**src/rtl/pwm_evt_pkg.sv**
```systemverilog
// Shared types for the event-action PWM generator.
// Assumes: codes below are fixed by the register contract of the block.
package pwm_evt_pkg;

    typedef enum logic [1:0] {
        CNT_UP     = 2'd0,
        CNT_DOWN   = 2'd1,
        CNT_UPDOWN = 2'd2,
        CNT_RSVD   = 2'd3
    } cnt_mode_e;

    typedef enum logic [1:0] {
        ACT_HOLD   = 2'd0,
        ACT_LOW    = 2'd1,
        ACT_HIGH   = 2'd2,
        ACT_TOGGLE = 2'd3
    } out_act_e;

    typedef struct packed {
        logic zero;
        logic cmp_up;
        logic period;
        logic cmp_dn;
    } evt_t;

endpackage

```
**src/rtl/pwm_evt_prescale.sv**
```systemverilog
// Tick generator: asserts tick_o for one clock every div_i+1 clocks.
// Assumes: div_i may change at any time; an oversized count ticks at once.
module pwm_evt_prescale #(
    parameter int PSC_W = 12
) (
    input  logic             clk,
    input  logic             rst_n,
    input  logic [PSC_W-1:0] div_i,
    output logic             tick_o
);
    localparam logic [PSC_W-1:0] PSC_ONE = {{(PSC_W-1){1'b0}}, 1'b1};

    logic [PSC_W-1:0] pcnt_q;

    assign tick_o = (pcnt_q >= div_i);

    // Count clocks between ticks, restarting after each tick.
    always_ff @(posedge clk) begin
        if (!rst_n)      pcnt_q <= '0;
        else if (tick_o) pcnt_q <= '0;
        else             pcnt_q <= pcnt_q + PSC_ONE;
    end

    AST_TICK_GAP: assert property (@(posedge clk) disable iff (!rst_n)
        (tick_o && div_i != '0) |=> (!tick_o || !$stable(div_i)));

endmodule

```
**src/rtl/pwm_evt_timebase.sv**
```systemverilog
// Timebase counter with buffered period/compare and event detection.
// Assumes: evt_nxt_o describes the value the counter takes at the coming
// edge (gated by tick_i); evt_o is the registered strobe of the same events.
module pwm_evt_timebase
    import pwm_evt_pkg::*;
#(
    parameter int CNT_W = 16
) (
    input  logic             clk,
    input  logic             rst_n,
    input  logic             tick_i,
    input  cnt_mode_e        mode_i,
    input  logic [CNT_W-1:0] period_i,
    input  logic [CNT_W-1:0] compare_i,
    output evt_t             evt_nxt_o,
    output evt_t             evt_o
);
    localparam logic [CNT_W-1:0] CNT_ONE = {{(CNT_W-1){1'b0}}, 1'b1};

    logic [CNT_W-1:0] cnt_q, per_q, cmp_q;
    logic             up_q;
    evt_t             evt_q;

    logic [CNT_W-1:0] nxt_cnt, nxt_per, nxt_cmp;
    logic             nxt_up, arrived_up, load, running;

    // Next counter value, direction and load decision for the active mode.
    always_comb begin
        nxt_cnt    = cnt_q;
        nxt_up     = up_q;
        load       = 1'b0;
        arrived_up = 1'b1;
        case (mode_i)
            CNT_DOWN: begin
                arrived_up = 1'b0;
                if (cnt_q == '0) begin
                    load    = 1'b1;
                    nxt_cnt = period_i;
                end else begin
                    nxt_cnt = cnt_q - CNT_ONE;
                end
            end
            CNT_UPDOWN: begin
                if (cnt_q == '0) begin
                    load    = 1'b1;
                    nxt_up  = 1'b1;
                    nxt_cnt = (period_i == '0) ? '0 : CNT_ONE;
                end else if (up_q && cnt_q >= per_q) begin
                    nxt_up  = 1'b0;
                    nxt_cnt = cnt_q - CNT_ONE;
                end else if (up_q) begin
                    nxt_cnt = cnt_q + CNT_ONE;
                end else begin
                    nxt_cnt = cnt_q - CNT_ONE;
                end
                arrived_up = (nxt_cnt > cnt_q);
            end
            default: begin
                if (cnt_q >= per_q) begin
                    load    = 1'b1;
                    nxt_cnt = '0;
                end else begin
                    nxt_cnt = cnt_q + CNT_ONE;
                end
            end
        endcase
        nxt_per = load ? period_i  : per_q;
        nxt_cmp = load ? compare_i : cmp_q;
    end

    // Events seen on arrival at the next counter value.
    always_comb begin
        running          = (nxt_per != '0);
        evt_nxt_o.zero   = tick_i && running && (nxt_cnt == '0);
        evt_nxt_o.period = tick_i && running && (nxt_cnt == nxt_per);
        evt_nxt_o.cmp_up = tick_i && running && (nxt_cnt == nxt_cmp) && arrived_up;
        evt_nxt_o.cmp_dn = tick_i && running && (nxt_cnt == nxt_cmp) && !arrived_up;
    end

    // Advance counter state on ticks; register strobes every clock.
    always_ff @(posedge clk) begin
        if (!rst_n) begin
            cnt_q <= '0;
            per_q <= '0;
            cmp_q <= '0;
            up_q  <= 1'b1;
            evt_q <= '0;
        end else begin
            evt_q <= evt_nxt_o;
            if (tick_i) begin
                cnt_q <= nxt_cnt;
                per_q <= nxt_per;
                cmp_q <= nxt_cmp;
                up_q  <= nxt_up;
            end
        end
    end

    assign evt_o = evt_q;

    AST_HOLD_NO_TICK: assert property (@(posedge clk) disable iff (!rst_n)
        !tick_i |=> $stable(cnt_q));
    AST_CNT_BOUND: assert property (@(posedge clk) disable iff (!rst_n)
        (per_q != '0) |-> (cnt_q <= per_q));
    AST_STOP_QUIET: assert property (@(posedge clk) disable iff (!rst_n)
        (per_q == '0) |-> (cnt_q == '0 && evt_q == '0));

endmodule

```
**src/rtl/pwm_evt_action.sv**
```systemverilog
// Output state machine: applies the per-event action to the waveform bit.
// Assumes: evt_i is the event set for the coming edge; zero and period
// outweigh the compare events when they coincide.
module pwm_evt_action
    import pwm_evt_pkg::*;
(
    input  logic     clk,
    input  logic     rst_n,
    input  evt_t     evt_i,
    input  out_act_e act_zero_i,
    input  out_act_e act_cmp_up_i,
    input  out_act_e act_period_i,
    input  out_act_e act_cmp_dn_i,
    output logic     wave_o
);
    out_act_e sel;
    logic     wave_q;

    // Pick a single action, boundary events first.
    always_comb begin
        if (evt_i.zero)        sel = act_zero_i;
        else if (evt_i.period) sel = act_period_i;
        else if (evt_i.cmp_up) sel = act_cmp_up_i;
        else if (evt_i.cmp_dn) sel = act_cmp_dn_i;
        else                   sel = ACT_HOLD;
    end

    // Apply the selected action to the waveform bit.
    always_ff @(posedge clk) begin
        if (!rst_n) begin
            wave_q <= 1'b0;
        end else begin
            case (sel)
                ACT_LOW:    wave_q <= 1'b0;
                ACT_HIGH:   wave_q <= 1'b1;
                ACT_TOGGLE: wave_q <= ~wave_q;
                default:    wave_q <= wave_q;
            endcase
        end
    end

    assign wave_o = wave_q;

    AST_IDLE_HOLD: assert property (@(posedge clk) disable iff (!rst_n)
        (evt_i == '0) |=> $stable(wave_q));
    AST_ZERO_WINS: assert property (@(posedge clk) disable iff (!rst_n)
        (evt_i.zero && act_zero_i == ACT_HOLD) |=> $stable(wave_q));
    AST_PERIOD_SET: assert property (@(posedge clk) disable iff (!rst_n)
        (evt_i.period && !evt_i.zero && act_period_i == ACT_HIGH) |=> wave_q);

endmodule

```
**src/rtl/pwm_evt_gen.sv**
```systemverilog
// Event-action PWM generator top: prescaler, timebase, action unit, then
// mask and polarity on the output path.
// Assumes: configuration inputs are static or change synchronously to clk.
module pwm_evt_gen
    import pwm_evt_pkg::*;
#(
    parameter int PSC_W = 12,
    parameter int CNT_W = 16
) (
    input  logic             clk,
    input  logic             rst_n,
    input  logic [PSC_W-1:0] clk_div,
    input  logic [1:0]       cnt_mode,
    input  logic [CNT_W-1:0] period_in,
    input  logic [CNT_W-1:0] compare_in,
    input  logic [1:0]       act_zero,
    input  logic [1:0]       act_cmp_up,
    input  logic [1:0]       act_period,
    input  logic [1:0]       act_cmp_dn,
    input  logic             mask_en,
    input  logic             mask_level,
    input  logic             invert,
    output logic             pwm_out,
    output logic             ev_zero,
    output logic             ev_cmp_up,
    output logic             ev_period,
    output logic             ev_cmp_dn
);
    logic tick;
    evt_t evt_nxt, evt_reg;
    logic wave;

    pwm_evt_prescale #(.PSC_W(PSC_W)) u_psc (
        .clk    (clk),
        .rst_n  (rst_n),
        .div_i  (clk_div),
        .tick_o (tick)
    );

    pwm_evt_timebase #(.CNT_W(CNT_W)) u_tb (
        .clk       (clk),
        .rst_n     (rst_n),
        .tick_i    (tick),
        .mode_i    (cnt_mode_e'(cnt_mode)),
        .period_i  (period_in),
        .compare_i (compare_in),
        .evt_nxt_o (evt_nxt),
        .evt_o     (evt_reg)
    );

    pwm_evt_action u_act (
        .clk          (clk),
        .rst_n        (rst_n),
        .evt_i        (evt_nxt),
        .act_zero_i   (out_act_e'(act_zero)),
        .act_cmp_up_i (out_act_e'(act_cmp_up)),
        .act_period_i (out_act_e'(act_period)),
        .act_cmp_dn_i (out_act_e'(act_cmp_dn)),
        .wave_o       (wave)
    );

    // Override stage, then polarity, on the way to the pin.
    always_comb begin
        pwm_out = (mask_en ? mask_level : wave) ^ invert;
    end

    assign ev_zero   = evt_reg.zero;
    assign ev_cmp_up = evt_reg.cmp_up;
    assign ev_period = evt_reg.period;
    assign ev_cmp_dn = evt_reg.cmp_dn;

endmodule

```
**config.mk**
```make
export PLATFORM = sky130hd
export DESIGN_NAME = pwm_evt_gen
export DESIGN_NICKNAME = d
export VERILOG_FILES = /design/src/rtl/pwm_evt_pkg.sv /design/src/rtl/pwm_evt_prescale.sv /design/src/rtl/pwm_evt_timebase.sv /design/src/rtl/pwm_evt_action.sv /design/src/rtl/pwm_evt_gen.sv
export SDC_FILE = /design/constraint.sdc
export NUM_CORES = 1
export LEC_CHECK = 0
export BUFFER_PORTS_ARGS = -buffer_cell sky130_fd_sc_hd__buf_2
export CAP_MARGIN = 10
export CORE_MARGIN = 3
export CORE_UTILIZATION = 67
export CTS_BUF_LIST = sky130_fd_sc_hd__clkbuf_4 sky130_fd_sc_hd__clkbuf_8
export CTS_CLUSTER_SIZE = 30
export DETAILED_ROUTE_END_ITERATION = 7
export HOLD_SLACK_MARGIN = 0.12
export PLACE_DENSITY_LB_ADDON = 0.2
export SLEW_MARGIN = 10
export SYNTH_ARGS = -nofsm -noshare
export SYNTH_HDL_FRONTEND = slang
export SYNTH_SLANG_ARGS = --single-unit
```
**constraint.sdc**
```tcl
create_clock -name clk -period 11.5 [get_ports clk]
set_clock_uncertainty 0.1 [all_clocks]
set_input_delay 1.725 -clock clk [delete_from_list [all_inputs] [get_ports clk]]
set_output_delay 1.725 -clock clk [all_outputs]
set_load 0.005 [all_outputs]
```
==> flow_summary_export.csv <==
group,metric,value,unit
die,die_x,99.6,um
route,drt_iter0_markers,641,
clock_tree,post_cts_resized,0,
grt,grt_start_max_net_pins,50,
sta,tightestPinTransition,1.09,ns
worst_setup_path,start_kind,"register",
synthesis,synth-xor-area-share,8.79,%
worst_setup_path,crit_fanout,23,
route,dr_total_vias,6096,
synthesis,synthDistinctLibCells,73,
synthesis,synth_cells,789,
route,drt_wl_total,18.1,mm
synthesis,synth-main-ff-cell,"dfxtp_1",
sta,max_freq,183,MHz
synthesis,yosysWarningCount,0,
worst_setup_path,slowest_stage,"nand2_1",
pwr,leakagePower,2.79,nW
sta,fin_setup_tns,0,ns
clock_tree,root_buffer,"clkbuf_8",
sta,slew_violations,0,
pwr,p_int,0.000370,W
route,highest_layer,"met4",
clock_tree,clk_pin_slew,0.09,ns
pwr,seqPwrFrac,44.3,%
die,rows,33,
worst_setup_path,critPathBufInv,1,
hold_path,hold_path_class,"reg -> reg",
worst_setup_path,r2r_start,"u_tb.cnt_q[0]",
pwr,p_clk_share,40.9,%
route,ant_nets,0,
die,fp.dieH,99.6,um
die,start_util,70.1,%
placement,port_buffers,63,
synthesis,synth_top_family_by_area,"simple AND/OR/NAND/NOR gates",
grt,first_global_vias,5655,
die,io_pins,64,
worst_setup_path,r2r-end,"u_act.wave_o",
synthesis,synth-seq-cells,66,
synthesis,seq_area_frac_synth,22.5,%
synthesis,synthMuxAreaShare,5.62,%
placement,gp_congestion,1.01,
route,drt_drc_violations_left,0,
grt,groute.usage.overall,37.0,%
clock_tree,clock-sinks,66,
final_layout,drive_above_1_share,13.1,%
final_layout,syn2layout_area_growth,9.03,%
synthesis,synth_edf_count,0,
final_layout,diodes,0,
clock_tree,cts_tree,"done",
worst_setup_path,max_stage_delay,0.61,ns
clock_tree,insertion_delay,0.36,ns
outcome,status,"finished, final reports clean",
worst_setup_path,path_cells,"inv_1, ha_1, nand2b_1, a2111o_1, a311oi_2, nand2_1, mux2i_1, xnor2_1, nor2_1, ha_1, o21ai_0, nand2b_1, a21oi_1, or4_1, o311ai_0, o22ai_1, mux2i_1, nor4bb_1, a211oi_2",
route,dr_wl_met3,1.90,mm
grt,grt_pass1_wl,29.0,mm
hold_path,worstHoldEndpoint,"u_tb.cmp_q[9]",
route,via_per_inst,6.49,
clock_tree,ctsHoldBuffers,0,
worst_setup_path,cp.required,11.64,ns
sta,period_minus_slack,5.48,ns
route,first_pass_iters,8,
clock_tree,cts-buffers-inserted,9,
worst_setup_path,path_class,"reg -> reg",
route,route.met2.wl,8.07,mm
clock_tree,clk_path_buf_depth,2,
run,cap_violations,0,
clock_tree,cts-htree-levels,3,
sta,fin_crit_sh,47.6,%
clock_tree,post-cts-setup-buffers,0,
worst_setup_path,reg2reg_depth,19,
pwr,p_comb_share,14.8,%
grt,gr-total-overflow,0,
worst_setup_path,end_kind,"register",
sta,rsz0062_at_grt,"no",
pwr,p_sw_share,28.9,%
hold_path,hp-start,"u_tb.cmp_q[9]",
sta,slew_headroom,26.6,%
synthesis,syn_area,5880,um2
die,floorplan.core_area,8380,um2
sta,setup_viol,0,
hold_path,holdPathStages,2,
synthesis,synth_compound_area_share,19.8,%
synthesis,post_synth.cell_area_avg,7.45,um2
final_layout,layout.nets,938,
placement,dp_hpwl,14.1,mm
synthesis,async_reset_ff_share,0,%
grt,antenna_found_initial,0,
synthesis,synth_fa_ha_area_share,10.6,%
worst_setup_path,crit_family,"compound AO/OA/AOI/OAI gates",
pwr,power_density,81.3,nW/um2
worst_setup_path,cp_data_arrival_time,5.62,ns
synthesis,postSynthNetCount,898,
worst_setup_path,r2r_slack,6.02,ns
sta,finalHoldViolCount,0,
die,die_area,9930,um2
route,met1_length,7.45,mm
route,wl_per_cell,19.3,um
pwr,ir_worst_vdd,64.9,uV
synthesis,yosys.area_share.simple,26.3,%
pwr,power.switching,0.000150,W
pwr,total_power,0.000521,W
==> tightest hold or removal path, stage by stage, from the launching register on <==
cell and delay [ns]:
dfxtp_1 0.32, nand2_1 0.05, a21oi_1 0.05
==> final cells by class <==
type | count | area (um2)
multi-input cells | 630 | 4190
flip-flops and latches | 66 | 1320
clock buffers | 10 | 138
repair buffers | 68 | 353
well taps | 105 | 131
fillers | 665 | 1980
clock inverters | 6 | 72.6
inverters | 54 | 203
==> power by group through the flow <==
| stage | combinational, W | clock [W] | sequential (W) |
|---|---|---|---|
| 4_1_cts | 0.0000750 | 0.000214 | 0.000231 |
| 6_report | 0.0000768 | 0.000213 | 0.000231 |
| 5_1_grt | 0.0000838 | 0.000222 | 0.000231 |
| 3_3_place_gp | 0.0000725 | 0 | 0.000236 |
| 3_5_place_dp | 0.0000746 | 0 | 0.000236 |
| 2_1_floorplan | 0.0000478 | 0 | 0.000236 |
==> sequential cells by signal (all words and copies together) (netlist names) <==
name,flops
u_act.wave_o,1
u_tb.per_q,16
u_psc.pcnt_q,12
u_tb.up_q,1
u_tb.cnt_q,16
u_tb.evt_o,4
u_tb.cmp_q,16
==> layer usage <==
metal | up-vias | track usage [%]
met3 | 59 | 5.75
met2 | 377 | 58.1
met4 | 0 | 14.7
met1 | 2787 | 50.9
met5 | - | 0
li1 | 2873 | -
==> placed cells by master, fill, tap and decap left out, types with 3 or more instances in the layout <==
cell      count
nand3_1      17
mux2i_1      24
nand2b_1      7
mux2_1        3
nand3b_1      3
and4_1        3
dfxtp_1      66
nor3_1        6
o21a_1        3
buf_2        63
and2_1       10
and3_1       16
or3_1         7
buf_4         5
o21ai_0      29
xnor2_1      45
o211ai_1      8
a21oi_1      71
a211oi_1     24
nor2b_1       7
clkbuf_8     10
ha_1         50
mux2_2        5
or2_2         3
o211a_1       5
xor2_1       14
nor4_1       14
nor2_1       77
inv_1        53
nand4_1      21
a21o_1        4
nand2_1     106
==> cell families after synthesis <==
group	count (synthesis)
simple gates	312
compound gates	177
buf+inv	93
flops	66
xor+xnor	59
fa+ha+maj	50
mux	32
==> per-stage QoR <==
step / instance area, um2 / hold slack (ns) / cells / setup slack, ns / util (%)
3_5_place_dp: 6200 / 0.345 / 923 / 5.96 / 73.9
5_1_grt: 6410 / 0.379 / 939 / 5.70 / 76.4
6_report: 6410 / 0.358 / 939 / 6.02 / 76.4
3_3_place_gp: 6200 / 0.338 / 923 / 6.01 / 73.9
2_1_floorplan: 5880 / 0.332 / 789 / 6.75 / -
4_1_cts: 6410 / 0.357 / 939 / 6.16 / 76.4
==> cells in the mapped netlist (2+ instances only) <==
| master | number | share of area [%] |
|---|---|---|
| a211oi_1 | 24 | 3.1 |
| a21boi_0 | 2 | 0.26 |
| a21o_1 | 4 | 0.51 |
| a21oi_1 | 71 | 6.0 |
| a31oi_1 | 2 | 0.21 |
| a31oi_2 | 2 | 0.43 |
| and2_1 | 10 | 1.1 |
| and3_1 | 16 | 1.7 |
| and4_1 | 3 | 0.45 |
| buf_2 | 8 | 0.68 |
| clkbuf_1 | 28 | 1.8 |
| dfxtp_1 | 66 | 22 |
| ha_1 | 50 | 11 |
| inv_1 | 53 | 3.4 |
| mux2_1 | 3 | 0.57 |
| mux2_2 | 5 | 0.96 |
| mux2i_1 | 24 | 4.1 |
| nand2_1 | 106 | 6.8 |
| nand2b_1 | 7 | 0.75 |
| nand3_1 | 17 | 1.4 |
| nand3b_1 | 3 | 0.38 |
| nand4_1 | 21 | 2.2 |
| nand4b_1 | 2 | 0.30 |
| nor2_1 | 77 | 4.9 |
| nor2b_1 | 7 | 0.75 |
| nor3_1 | 6 | 0.51 |
| nor3b_1 | 2 | 0.26 |
| nor4_1 | 14 | 1.5 |
| nor4_4 | 2 | 0.72 |
| o211a_1 | 5 | 0.85 |
| o211ai_1 | 8 | 1.0 |
| o21a_1 | 3 | 0.38 |
| o21ai_0 | 29 | 2.5 |
| o21bai_1 | 2 | 0.26 |
| o221a_2 | 2 | 0.38 |
| o31ai_1 | 2 | 0.26 |
| or2_2 | 3 | 0.32 |
| or3_1 | 7 | 0.75 |
| or4_1 | 2 | 0.26 |
| xnor2_1 | 45 | 6.7 |
| xor2_1 | 14 | 2.1 |
==> how the worst max path moves through the flow <==
stage | start | end | slack, ns | cells after the start
floorplan | cnt_mode[0] | u_act.wave_o | 6.75 | 12
global placement | cnt_mode[0] | u_act.wave_o | 6.01 | 12
detailed placement | cnt_mode[0] | u_act.wave_o | 5.96 | 12
CTS | u_tb.cnt_q[0] | u_act.wave_o | 6.16 | 19
global route | u_tb.cnt_q[9] | u_act.wave_o | 5.70 | 17
finish | u_tb.cnt_q[0] | u_act.wave_o | 6.02 | 19
Power figures use the tool's default switching activity.
